$ cat src/rtl/warp_dep_scoreboard.sv
module warp_dep_scoreboard #(
  parameter int WARPS   = 4,
  parameter int ENTRIES = 4,
  parameter int SLOTS   = 6,
  parameter int RID_W   = 5,
  localparam int WP_W = (WARPS   > 1) ? $clog2(WARPS)   : 1,
  localparam int EN_W = (ENTRIES > 1) ? $clog2(ENTRIES) : 1,
  localparam int SL_W = (SLOTS   > 1) ? $clog2(SLOTS)   : 1,
  localparam int CN_W = $clog2(ENTRIES + 1)
) (
  input  logic                     clk,
  input  logic                     rst_n,
  input  logic                     ins_valid,
  input  logic [SL_W-1:0]          ins_slot,
  input  logic [WP_W-1:0]          ins_warp,
  input  logic [RID_W-1:0]         ins_src_a,
  input  logic [RID_W-1:0]         ins_src_b,
  input  logic [RID_W-1:0]         ins_dst,
  input  logic                     ins_has_dst,
  input  logic                     iss_valid,
  input  logic [SL_W-1:0]          iss_slot,
  input  logic                     cmp_valid,
  input  logic [WP_W-1:0]          cmp_warp,
  input  logic [EN_W-1:0]          cmp_entry,
  output logic [SLOTS-1:0]         slot_ready,
  output logic [SLOTS*ENTRIES-1:0] slot_mask,
  output logic [WARPS*CN_W-1:0]    pend_cnt,
  output logic                     iss_ok,
  output logic [EN_W-1:0]          iss_entry
);

  logic [ENTRIES-1:0] ev  [WARPS];
  logic [RID_W-1:0]   eid [WARPS][ENTRIES];
  logic [SLOTS-1:0]   sv, shd;
  logic [WP_W-1:0]    sw  [SLOTS];
  logic [RID_W-1:0]   sd  [SLOTS];
  logic [ENTRIES-1:0] sm  [SLOTS];

  logic [ENTRIES-1:0] evf [WARPS];
  logic [ENTRIES-1:0] ev_n [WARPS];
  logic [ENTRIES-1:0] cmp_hot, alloc_hot, ins_mask;
  logic [WP_W-1:0]    iw;
  logic [EN_W-1:0]    alloc;
  logic               iss_in, ins_in;

  assign iss_in  = {1'b0, iss_slot} < (SL_W+1)'(SLOTS);
  assign ins_in  = {1'b0, ins_slot} < (SL_W+1)'(SLOTS);
  assign cmp_hot = cmp_valid ? (ENTRIES'(1) << cmp_entry) : '0;
  assign iw      = iss_in ? sw[iss_slot] : '0;

  for (genvar w = 0; w < WARPS; w++) begin : g_warp
    assign evf[w]  = ev[w] & ~((cmp_warp == WP_W'(w)) ? cmp_hot : '0);
    assign ev_n[w] = evf[w] | ((iw == WP_W'(w)) ? alloc_hot : '0);
    assign pend_cnt[w*CN_W +: CN_W] = CN_W'($countones(ev[w]));
  end

  always_comb begin
    alloc = '0;
    for (int e = ENTRIES-1; e >= 0; e--)
      if (!evf[iw][e]) alloc = EN_W'(e);
  end

  for (genvar s = 0; s < SLOTS; s++) begin : g_slot
    assign slot_ready[s] = sv[s] && (sm[s] == '0) && (!shd[s] || !(&evf[sw[s]]));
    assign slot_mask[s*ENTRIES +: ENTRIES] = sm[s];
  end

  assign iss_ok    = iss_valid && iss_in && slot_ready[iss_slot];
  assign iss_entry = alloc;
  assign alloc_hot = (iss_ok && shd[iss_slot]) ? (ENTRIES'(1) << alloc) : '0;

  always_comb begin
    for (int e = 0; e < ENTRIES; e++) begin
      logic [RID_W-1:0] id;
      id = (alloc_hot[e] && iw == ins_warp) ? sd[iss_slot] : eid[ins_warp][e];
      ins_mask[e] = ev_n[ins_warp][e] &&
                    (id == ins_src_a || id == ins_src_b || (ins_has_dst && id == ins_dst));
    end
  end

  always_ff @(posedge clk) begin
    if (!rst_n) begin
      sv <= '0;
      for (int w = 0; w < WARPS; w++) ev[w] <= '0;
      for (int s = 0; s < SLOTS; s++) sm[s] <= '0;
    end else begin
      for (int w = 0; w < WARPS; w++) ev[w] <= ev_n[w];
      if (alloc_hot != '0) eid[iw][alloc] <= sd[iss_slot];
      for (int s = 0; s < SLOTS; s++)
        sm[s] <= sm[s] & ~((sw[s] == cmp_warp) ? cmp_hot : '0);
      if (iss_ok) sv[iss_slot] <= 1'b0;
      if (ins_valid && ins_in) begin
        sv[ins_slot]  <= 1'b1;
        sw[ins_slot]  <= ins_warp;
        sd[ins_slot]  <= ins_dst;
        shd[ins_slot] <= ins_has_dst;
        sm[ins_slot]  <= ins_mask;
      end
    end
  end

  for (genvar s = 0; s < SLOTS; s++) begin : g_chk
    for (genvar e = 0; e < ENTRIES; e++) begin : g_ent
      assert_mask_needs_entry_R2: assert property (@(posedge clk) disable iff (!rst_n)
        (sv[s] && sm[s][e]) |-> ev[sw[s]][e]);
    end
    assert_cmp_clears_bit_R6: assert property (@(posedge clk) disable iff (!rst_n)
      (cmp_valid && !(alloc_hot != '0 && iw == cmp_warp) && !(ins_valid && ins_slot == SL_W'(s)))
      |=> !(sv[s] && sw[s] == $past(cmp_warp) && sm[s][$past(cmp_entry)]));
  end

  assert_issue_frees_slot_R5: assert property (@(posedge clk) disable iff (!rst_n)
    iss_ok |=> (!sv[$past(iss_slot)] || $past(ins_valid && ins_slot == iss_slot)));

  assert_full_blocks_writer_R8: assert property (@(posedge clk) disable iff (!rst_n)
    (iss_valid && iss_in && shd[iss_slot] && (&ev[iw]) && !(cmp_valid && cmp_warp == iw))
    |-> !iss_ok);

  assert_stale_cmp_ignored_R7: assert property (@(posedge clk) disable iff (!rst_n)
    (cmp_valid && !ev[cmp_warp][cmp_entry] && !iss_ok)
    |=> ev[$past(cmp_warp)] == $past(ev[cmp_warp]));

  assert_not_ready_refused_R4: assert property (@(posedge clk) disable iff (!rst_n)
    (iss_valid && iss_in && !slot_ready[iss_slot]) |-> !iss_ok);

endmodule

$ cat config.mk
export PLATFORM = sky130hd
export DESIGN_NAME = warp_dep_scoreboard
export DESIGN_NICKNAME = d
export VERILOG_FILES = /design/src/rtl/warp_dep_scoreboard.sv
export SDC_FILE = /design/constraint.sdc
export NUM_CORES = 1
export LEC_CHECK = 0
export CAP_MARGIN = 10
export CORE_MARGIN = 2
export CORE_UTILIZATION = 50
export DETAILED_ROUTE_END_ITERATION = 8
export DONT_BUFFER_PORTS = 1
export GPL_TIMING_DRIVEN = 0
export SLEW_MARGIN = 15
export SYNTH_ARGS = -nofsm -noshare
export SYNTH_HDL_FRONTEND = slang
export SYNTH_SLANG_ARGS = --single-unit
export TNS_END_PERCENT = 30
$ cat constraint.sdc
create_clock -name clk -period 6.4 [get_ports clk]
set_clock_uncertainty 0.2 [all_clocks]
set_input_delay 1.6 -clock clk [delete_from_list [all_inputs] [get_ports clk]]
set_output_delay 1.6 -clock clk [all_outputs]
set_load 0.03 [all_outputs]
; ---- Word level (Yosys, flattened, before mapping)
; Memories as Yosys holds them, arrays and structs flattened.
; Index checks and enable logic that the tools add are counted.
[totals]
n_memories = 5
ramBits = 162
output_inout_bits = 45
reg_bits = 12
word_cells = 262
[classes]
shift = 2
bitwise_logic = 46
n_mux = 81
order_cmp = 16
reduce_logical = 73
n_addsub = 12
n_eq_ne = 25
[mem_list]
columns = name, depth, width, rd, rd_ports_with_merged_regs, write_ports, line_no
row1 = eid, 4, 20, 1, 0, 1, 33  ; logic [RID_W-1:0] eid [WARPS][ENTRIES];
row2 = sd, 6, 5, 1, 0, 1, 36  ; logic [RID_W-1:0] sd [SLOTS];
row3 = sm, 6, 4, 6, 0, 7, 37  ; logic [ENTRIES-1:0] sm [SLOTS];
row4 = ev, 4, 4, 4, 0, 4, 32  ; logic [ENTRIES-1:0] ev [WARPS];
row5 = sw, 6, 2, 7, 0, 1, 35  ; logic [WP_W-1:0] sw [SLOTS];
[ops]
columns = operator, count
row1 = $mux W4, 42
row2 = $bmux W4 S2, 8
row3 = $eq A5 B5 Y1, 12
row4 = $and A4 B4 Y4, 10
row5 = $not A4 Y4, 10
row6 = $logic_and A1 B1 Y1, 31
row7 = $ge A3 B3 Y1 const B, 9
row8 = $not A2 Y3, 9
row9 = $mux W5, 5
row10 = $logic_not A4 Y1, 6
row11 = $reduce_and A4 Y1, 6
row12 = $mux W20, 1
row13 = $mux W6, 3
row14 = $add A1 B1 Y2, 8
row15 = $or A4 B4 Y4, 4
row16 = $eq A2 B2 Y1, 7
row17 = $logic_or A1 B1 Y1, 14
row18 = $add A2 B2 Y3, 4
row19 = $logic_not A1 Y1, 12
row20 = $mux W1, 11
row21 = $demux W5 S2, 1
row22 = $mux W2, 5
row23 = $or A1 B1 Y1, 10
row24 = $eq A2 B2 Y1 const B, 4
row25 = 15 further kinds, 23

; ---- Depth between registers and ports, before layout
; Gate-level depths: netlist (run 1).
[depth]
ltp_word = 23
mapped_depth = 16
ltp_nobuf = 12

; ---- Worst setup path after synthesis (run 1)
; OpenSTA, ideal clock, no wires.
[synth_path]
path_kind = input port to output port
startpoint = in cmp_valid
endpoint = out iss_ok
slack_ps = 356
stages = 10
t_required_ps = 4600
arrival_time_ps = 4244
cell_sequence = buf_4 > nor3b_1 > nor2_1 > mux4_2 > a21oi_1 > a32oi_1 > or2_2 > clkbuf_1 > clkbuf_1 > inv_1
[synth_via]
elab_chain_len = 14
word_cells_on_any_way = 58
[synth_lines]
columns = item, line_no
row1 = "start, declared", 22  ; input logic cmp_valid,
row2 = $mux W4 *, 48  ; assign cmp_hot = cmp_valid ? (ENTRIES'(1) << cmp_entry) : '0;
row3 = $mux W4, 52  ; assign evf[w] = ev[w] & ~((cmp_warp == WP_W'(w)) ? cmp_hot : '0);
row4 = $not A4 Y4, 52
row5 = $and A4 B4 Y4, 52
row6 = $bmux W4 S2 *, 64  ; assign slot_ready[s] = sv[s] && (sm[s] == '0) && (!shd[s] || !(&evf[sw[s]]));
row7 = $mux W4 (not written as such) * (2 in a row), 64
row8 = $reduce_and A4 Y1 *, 64
row9 = $logic_not A1 Y1 *, 64
row10 = $logic_or A1 B1 Y1 *, 64
row11 = $logic_and A1 B1 Y1 *, 64
row12 = via slot_ready[1], 25  ; output logic [SLOTS-1:0] slot_ready,
row13 = $bmux W1 S3 *, 68  ; assign iss_ok = iss_valid && iss_in && slot_ready[iss_slot];
row14 = $mux W1 (not written as such) *, 68
row15 = $logic_and A1 B1 Y1 *, 68
row16 = "end, declared", 28  ; output logic iss_ok,
; The timed path passes the listed nets; every way through them passes the cells marked *. The select of a mux whose other input is x is not followed.

; ---- Worst setup path after layout (run 1)
; Ends and elaborated chain as after synthesis.

==> flow_results.org, run 1 <==
** Status
- Outcome :: completed

** Place
- Buffers placed on the I/O ports in this run total 0.
- Number of instances in the placed design :: between 1000 and 1500
- Placer's final routability congestion estimate :: a little under 1
- Sum of net half-perimeters after detailed placement :: around 19000 um

** Global route
- Most utilized layer in the global route result :: met2
- For this run, global-route usage on met1 was measured as 37.5%.
- For this run, global-route usage on met3 was measured as approximately 5.6%.
- Met2 global-route usage :: between 40% and 50%
- The number of global-route vias before repair was 6603.
- The number of antenna violations at the first check in global routing was 1.
- In the global route stage, overall resource usage came out at a little over a quarter.
- GRT overflow :: 0
- Entering global routing, the biggest net connects 24 pins.
- The first global-routing pass estimated between 30000 and 40000 um of wire.

** Clock network
- The H-tree was split into 4 levels.
- CTS Sinks :: ~170
- The clock reaches the later pin of the worst-skew pair after 440 ps.
- TritonCTS built the clock tree.
- The tree is rooted in a sky130_fd_sc_hd__clkbuf_16.
- Clock-pin slew was measured on the worst setup and hold paths at approximately 70 ps.
- In this run, CTS created clock tree buffers numbering 17.
- Clock Tree Buf Depth :: 2

** Floorplan
- Vertical die dimension :: 141 um
- Boundary pin count :: 78
- Once the floorplan was initialized, standard cells occupied between 50% and 60% of the core.
- The floorplan step defined a die boundary enclosing around 20000 um^2.
- The core region is ~19000 um^2.
- Number of rows in the core area :: 50
- Measured along the x axis, the die boundary spans 141 um.

** Detailed routing
- Via count of the routed design :: between 6000 and 7000
- Wires add up to between 20000 and 30000 um.
- The first routing iteration left about 770 violations.
- DR DRC count :: 0
- In the routed layout, each cell is associated on average with a via count of 6.39.
- Routed length per placed instance :: ~24 um
- Initial DRT Pass Iterations :: 5
- Antenna Nets Post-Route :: 0

** Final layout
- Register cell area after layout :: roughly 4800 um^2
- Post-route core utilization :: 56.1%
- The net count of the finished layout is 866.
- In the final layout, the multi-input gates occupy around 4300 um^2.
- Proportion of layout cells with a drive suffix above 1 :: around 14%
- Area growth syn-to-layout :: 10.6%
- After filler insertion, the fill cell instance count of the layout stands at about 1500.
- Non-filler cells in the finished layout :: 1069

** Power and ir drop
- Share of power burned in the clock network :: 42.6%
- The worst-case IR drop observed on VDD is roughly 0.17 mV.
- Switching share of total power :: approximately 26%
- Internal Dissipation :: 1910 uW
- Sequential share of power :: between 40% and 50%
- Power spread over the standard cell area amounts to about 250 nW/um^2.
- For this design the static power due to leakage is 0.00358 uW.
- Per report_power, the combinational group accounts for a little under a tenth of the total.
- Power after layout :: approximately 2600 uW
- Summed over all nets, the switching power comes to ~650 uW.

** Worst setup path
- CP Capture Type :: output port
- Critical path startpoint category :: primary input
- Critical-path maximum fanout :: 10
- In this run the register-to-register setup slack is around 1400 ps.
- STA puts the critical path data required time at around 4600 ps.
- Endpoint arrival time on the critical path :: between 4000 and 5000 ps
- By startpoint and endpoint, the worst setup path is classified as primary input to output port.

** Logic synthesis
- Number of enable flip-flop cells after synthesis :: 128
- Synth Flop Type :: sky130_fd_sc_hd__edfxtp_1
- Post-synthesis cell count :: 798
- Synthesis inferred 174 register bits.
- Synthesized Nets :: about 840
- After synthesis the cells add up to ~9400 um^2.
- During synthesis, Yosys emitted a total of 0 warnings.
- Average instance area after synthesis :: ~12 um^2
- For this run, the register share of the synthesized area comes to about half.
- Share of synthesized registers carrying an async set or reset :: 0%
- After synthesis, the netlist uses 75 different library cells.

** Timing
- Measured against its own limit, the worst slew margin works out to ~24%.
- Max Transition Viols Final :: 0
- Final hold analysis gives a worst-case slack of 276 ps.
- Highest attainable clock frequency :: roughly 0.16 GHz
- Setup violations remaining at the end of the flow were counted as 0.
- Unrepaired setup endpoints after global routing :: no
- Summed over all failing endpoints, the final setup total negative slack is 0 ps.
- Final cycle utilization of the critical path :: 97.4%
- The clock period could shrink to between 6000 and 7000 ps.
- The hold violation total from the final report came to 0.
- At the pin with the least slew margin, the transition time is between 1000 and 1500 ps.

** Job
- Across the run, the number of max-cap violations was 0.

** Worst hold path
- Path class of the lowest-slack min-delay path :: flop to flop
==> cell usage after synthesis, types with 7 or more instances <==
cell type | n | area [um^2]
sky130_fd_sc_hd__edfxtp_1 | 128 | 3840
sky130_fd_sc_hd__nand2_1 | 52 | 195
sky130_fd_sc_hd__dfxtp_1 | 46 | 921
sky130_fd_sc_hd__o21ai_0 | 46 | 230
sky130_fd_sc_hd__xnor2_1 | 43 | 377
sky130_fd_sc_hd__inv_1 | 41 | 154
sky130_fd_sc_hd__nor2_1 | 37 | 139
sky130_fd_sc_hd__mux4_2 | 35 | 788
sky130_fd_sc_hd__mux2i_1 | 33 | 330
sky130_fd_sc_hd__o2111ai_1 | 26 | 228
sky130_fd_sc_hd__clkbuf_1 | 24 | 90.1
sky130_fd_sc_hd__nand3_1 | 21 | 105
sky130_fd_sc_hd__o21ai_1 | 21 | 105
sky130_fd_sc_hd__and2_1 | 20 | 125
sky130_fd_sc_hd__xor2_1 | 19 | 166
sky130_fd_sc_hd__nor4_1 | 15 | 93.8
sky130_fd_sc_hd__a21oi_1 | 13 | 65.1
sky130_fd_sc_hd__nor2b_1 | 12 | 75.1
sky130_fd_sc_hd__nor3_1 | 11 | 55.1
sky130_fd_sc_hd__or3_1 | 11 | 68.8
sky130_fd_sc_hd__ha_1 | 8 | 100
sky130_fd_sc_hd__buf_1 | 7 | 26.3
sky130_fd_sc_hd__nand2b_1 | 7 | 43.8
sky130_fd_sc_hd__o31ai_1 | 7 | 52.6
==> cell type report <==
class,instances,share of cell area (%)
diodes,1,0.0240
plain buffers,42,1.98
clock buffers,18,4.11
clock inverters,14,1.83
inverters,44,1.62
multi-input cells,538,41.6
flip-flops and latches,174,45.7
well taps,234,2.81
repair buffers,4,0.360
==> final timing paths <==
kind                  startpoint                to  depth (start not counted)
min             sv[5]$_SDFF_PN0_  sv[5]$_SDFF_PN0_                          2
max reg2reg  ev[2][0]$_SDFF_PN0_  sm[0][2]$_DFF_P_                         14
min reg2reg     sv[5]$_SDFF_PN0_  sv[5]$_SDFF_PN0_                          2
max                    cmp_valid            iss_ok                         10
==> logic make-up (layout without fill, tap and decap cells) <==
kind of cell,count (synthesis),count (layout),share of synthesized area [%]
and+or+nand+nor,226,226,13.1
DFF,174,174,50.5
AOI/OAI and AO/OA,161,161,11.6
buffers and inverters,86,122,3.93
muxes,77,77,13.2
xor gates and xnor gates,62,62,5.76
adders and majority gates,12,12,1.91
other,0,1,0
==> cell usage in the layout, fill, tap and decap left out, types with 5 or more instances in the layout <==
cell type                   instances
sky130_fd_sc_hd__and2_1            20
sky130_fd_sc_hd__o211ai_1           5
sky130_fd_sc_hd__mux2_2             6
sky130_fd_sc_hd__edfxtp_1         128
sky130_fd_sc_hd__ha_1               8
sky130_fd_sc_hd__buf_6              7
sky130_fd_sc_hd__nor3b_1            5
sky130_fd_sc_hd__clkbuf_1          24
sky130_fd_sc_hd__mux2i_1           33
sky130_fd_sc_hd__xor2_1            19
sky130_fd_sc_hd__o2111ai_1         26
sky130_fd_sc_hd__dfxtp_1           46
sky130_fd_sc_hd__nor2_1            37
sky130_fd_sc_hd__inv_1             41
sky130_fd_sc_hd__or3_1             11
sky130_fd_sc_hd__nand3_1           21
sky130_fd_sc_hd__o31ai_1            7
sky130_fd_sc_hd__a21o_1             6
sky130_fd_sc_hd__clkbuf_16         17
sky130_fd_sc_hd__nand2_1           52
sky130_fd_sc_hd__nor4_1            12
sky130_fd_sc_hd__mux4_2            35
sky130_fd_sc_hd__buf_1              7
sky130_fd_sc_hd__or2_2              6
sky130_fd_sc_hd__a21oi_1           12
sky130_fd_sc_hd__nand4_1            5
sky130_fd_sc_hd__nor2b_1           12
sky130_fd_sc_hd__o21ai_0           46
sky130_fd_sc_hd__o31a_1             5
sky130_fd_sc_hd__nor3_1            11
sky130_fd_sc_hd__o21ai_1           19
sky130_fd_sc_hd__nand2b_1           7
sky130_fd_sc_hd__buf_2              5
sky130_fd_sc_hd__xnor2_1           43
==> through the flow <==
stage	worst slack, ps	instance area (um^2)
2_1_floorplan	356	9430
3_3_place_gp	-464	9720
3_5_place_dp	-557	9750
4_1_cts	25.7	10400
5_1_grt	1.09	10400
6_report	164	10400
==> sequential cells by signal (all words and copies together) (netlist names) <==
signal,count
eid,80
ev,16
sd,30
shd,6
sm,24
sv,6
sw,12
==> worst max-delay path: stages <==
cell	delay, ps
sky130_fd_sc_hd__buf_4	150
sky130_fd_sc_hd__nand3_1	240
sky130_fd_sc_hd__nor2b_4	220
sky130_fd_sc_hd__mux4_2	540
sky130_fd_sc_hd__a21oi_4	330
sky130_fd_sc_hd__a32oi_2	190
sky130_fd_sc_hd__or2_2	340
sky130_fd_sc_hd__clkbuf_1	220
sky130_fd_sc_hd__clkbuf_2	320
sky130_fd_sc_hd__inv_1	290
==> what timing repair did <==
action / CTS / global route
endpoints found under the setup margin: 7 / 7
hold buffers: 0 / 0
buffers inserted: 0 / 2
gates resized for setup: 2 / 3
gates cloned: 0 / 0
==> per-layer routing <==
| layer | vias to the layer above | wire length (um) |
|---|---|---|
| met5 | - | 0 |
| met4 | 0 | 637 |
| met3 | 52 | 1840 |
| met2 | 296 | 12100 |
| met1 | 3415 | 11300 |
| li1 | 3072 | - |
==> power groups by stage <==
| stage | Combinational (uW) | Sequential (uW) | Clock (uW) |
|---|---|---|---|
| after floorplan | 174 | 1250 | 0 |
| after global placement | 228 | 1250 | 0 |
| after detailed placement | 236 | 1250 | 0 |
| after CTS | 237 | 1230 | 1110 |
| after global routing | 263 | 1230 | 1150 |
| final | 244 | 1230 | 1090 |
Note: power is estimated with default switching activity, not from simulation.
==> run 2, diff against run 1 <==
Settings changed: CTS_BUF_LIST from default to sky130_fd_sc_hd__clkbuf_8, SKIP_LAST_GASP from default to 1.
Clock period 6.4 ns to 6.75 ns, I/O delays scaled along.
==> run 2 against run 1 <==
Net effect: die area stayed put; hold slack better by 4.1 ps; via count shrank 0.18%; first-iteration DRC count up 5.6%; critical path type unchanged; largest cell class unchanged; largest power group unchanged; highest routed layer unchanged.
==> flow_results.org, run 2 (same netlist as run 1, synthesis figures left out) <==
** Status
- The flow ran to the end, and the final reports show no timing, DRC or antenna violations.

** Power and ir drop
- The design draws approximately 2200 uW.
- Of the total power, registers draw between 50 and 60%.
- Power share of the combinational group :: roughly a tenth
- Internal Dissipation :: roughly 1600 uW
- Summed over all nets, the switching power comes to 589 uW.
- In this run switching power makes up a little over a quarter of total power.
- Cell area power density :: 213 nW/um^2
- Share of power burned in the clock network :: between 30% and 40%
- Worst VDD drop :: ~0.13 mV
- Reported leakage power :: 0.00348 uW

** Job
- Max-cap check violation count :: 0

** Final layout
- Area growth syn-to-layout :: 8.37%
- Area of the multi-input gates :: between 4000 and 5000 um^2
- Top flop regs :: eid: 80 flops, sd: 30 flops, sm: 24 flops
- Leaving out fill and tap cells, the most frequent cell in the layout is sky130_fd_sc_hd__edfxtp_1.
- The layout has 1538 filler cells.
- Register name with the most flops :: eid
- Register cell area after layout :: between 4000 and 5000 um^2
- Number of flip-flops in the largest register :: 80
- Of the cells placed in the final design, the portion with a size suffix greater than 1 is between 10% and 20%.
- Non-filler cells in the finished layout :: around 1100
- Net total in the final layout :: between 800 and 900
- Commonest cells after routing, fill and taps aside :: sky130_fd_sc_hd__edfxtp_1 (128), sky130_fd_sc_hd__nand2_1 (52), sky130_fd_sc_hd__o21ai_0 (46), sky130_fd_sc_hd__dfxtp_1 (46), sky130_fd_sc_hd__xnor2_1 (43)
- Post-route core utilization :: between 50% and 60%

** Worst setup path
- Longest individual stage delay on the worst path :: between 500 and 600 ps
- Sequence of cells on the critical path :: clkbuf_1 -> clkinvlp_4 -> nand2_1 -> a21oi_1 -> o31a_1 -> a32oi_1 -> or2_2 -> clkbuf_1 -> clkbuf_2 -> inv_1
- For this design, the slowest cell found on the critical path is sky130_fd_sc_hd__a32oi_1.
- In this design, the critical path's most frequently occurring cell is sky130_fd_sc_hd__clkbuf_1.
- The setup check on the worst reg-to-reg path leaves a slack of approximately 1600 ps.
- Start-to-end type of the worst setup path :: primary input to output port
- The worst register-to-register path begins at ev[2][0]$_SDFF_PN0_.
- The worst setup path is captured at an output port.
- The worst register-to-register path ends at sm[0][2]$_DFF_P_.
- The worst register-to-register path has a depth of 14.
- STA puts the critical path data required time at 4860 ps.
- STA puts the critical path data arrival time at 4690 ps.
- Along the worst path, the maximum fanout reaches 10.
- STA classifies the critical path startpoint as a primary input.

** Timing
- At the pin with the least slew margin, the transition time is 1120 ps.
- The number of max-slew violations in the final report was 0.
- The routed design could run at a clock period as short as 6570 ps.
- The worst pin sits at a relative slew slack of between 20% and 30%.
- The hold violation total from the final report was 0.
- Setup violations remaining at the end of the flow were counted as 0.
- Final cycle utilization of the critical path :: between 90% and 100%
- Highest attainable clock frequency :: approximately 0.15 GHz

** Floorplan
- Total core area :: ~19000 um^2
- The die is between 100 and 150 um wide.
- For this design the top-level I/O count stands at 78.
- Initial standard-cell utilization of the core :: between 50% and 60%
- Vertical die dimension :: roughly 140 um
- The die covers roughly 20000 um^2.
- The floorplan has 50 rows.

** Clock network
- Clock Tree Buf Depth :: 2
- The cell sitting at the root of the clock tree is a sky130_fd_sc_hd__clkbuf_8.
- CTS Sinks :: about 170
- TritonCTS built the clock tree.
- H-Tree Level Count :: 4
- The number of setup buffers added after CTS is 0.
- Clock-pin slew was measured on the worst setup and hold paths at roughly 90 ps.
- The later pin in the worst-skew pair is clocked with a latency of roughly 480 ps.
- Total clock buffers created by CTS :: 17

** Global route
- Initial antenna violation count :: 1
- After global routing the overflow that remains totals 0.
- In the global route stage, overall resource usage came out at 26.4%.
- The first global-routing pass estimated between 30000 and 40000 um of wire.
- Maximum number of pins on one net before global-route repair :: 24
- Via count of the first global-routing pass :: about 6600

** Worst hold path
- In this run the most critical hold path is launched from sv[5]$_SDFF_PN0_.
- For hold timing, the worst endpoint is sv[5]$_SDFF_PN0_.
- Path class of the lowest-slack min-delay path :: flop to flop
- The worst hold path was traced through 2 stages.

** Place
- Number of instances in the placed design :: just over 1000
- Once detailed placement completed, the half-perimeter wirelength came to 19200 um.
- Input and output buffers added on the ports amount to 0.
- Placer's final routability congestion estimate :: roughly 0.98

** Detailed routing
- For this block, the via count after detailed routing is between 6000 and 7000.
- After the first detailed-routing iteration, the DRC count stood at 812.
- Final Routed Wirelength :: between 20000 and 30000 um
- In the final routed layout, each cell accounts on average for roughly 24 um.
- Initial DRT Pass Iterations :: 7
- DR DRC count :: 0
- Antenna Nets Post-Route :: 0
- Dividing the detail-routed via count by the number of cells gives roughly 6.4.
run 2: cell count changes in the layout (fill, tap and decap cells not counted), sizes merged:
cell / previous run / this run
clkbuf: 42 / 41
inv: 49 / 50
buf: 22 / 20
run 2: cell type report:
type                       instances  area share (%)
buffer                            42            2.02
inverter                          44            1.65
timing repair buffer               2           0.220
sequential                       174            46.6
clock inverter                    15            1.91
multi-input combinational        538            42.4
clock buffer                      17            2.29
tap                              234            2.87
antenna                            1          0.0245
run 2: per-stage QoR:
stage / hold slack, ps / setup TNS (ps) / area, um^2 / setup WS, ps
5_1_grt: 302 / -0.410 / 10200 / -0.410
3_3_place_gp: 263 / -1260 / 9720 / -202
4_1_cts: 283 / 0 / 10200 / 201
2_1_floorplan: 251 / 0 / 9430 / 531
6_report: 280 / 0 / 10200 / 177
3_5_place_dp: 269 / -1800 / 9750 / -295
run 2: power groups by stage:
stage	logic (uW)	registers [uW]	clock network [uW]
3_3_place_gp	217	1190	0
5_1_grt	247	1160	840
2_1_floorplan	165	1190	0
4_1_cts	225	1160	796
3_5_place_dp	224	1190	0
6_report	228	1160	787
run 2: metal layers:
metal,up-vias,share of wire [%],track usage [%]
li1,3064,-,-
met1,3414,44,36.7
met2,296,47,41.8
met3,49,7.1,5.94
met4,0,2.4,8.05
met5,-,0,0
run 2: how the worst max path moves through the flow:
stage / from / end / slack, ps / depth (start not counted)
finish: iss_slot[2] / iss_ok / 180 / 10
global placement: cmp_valid / sm[2][2]$_DFF_P_ / -200 / 15
CTS: cmp_valid / iss_ok / 200 / 10
floorplan: cmp_valid / iss_ok / 530 / 10
global route: iss_slot[2] / iss_ok / -0.4 / 10
detailed placement: cmp_valid / sm[0][2]$_DFF_P_ / -290 / 15
run 2: worst max-delay path, delay by kind of cell:
kind | cells | cell delay (ps)
buf+inv | 5 | 1660
compound gates | 3 | 850
simple gates | 2 | 470
run 2: repair_timing:
item | in CTS | in global routing
gates resized for setup | 2 | 2
hold buffers | 0 | 0
endpoints found under the setup margin | 1 | 1
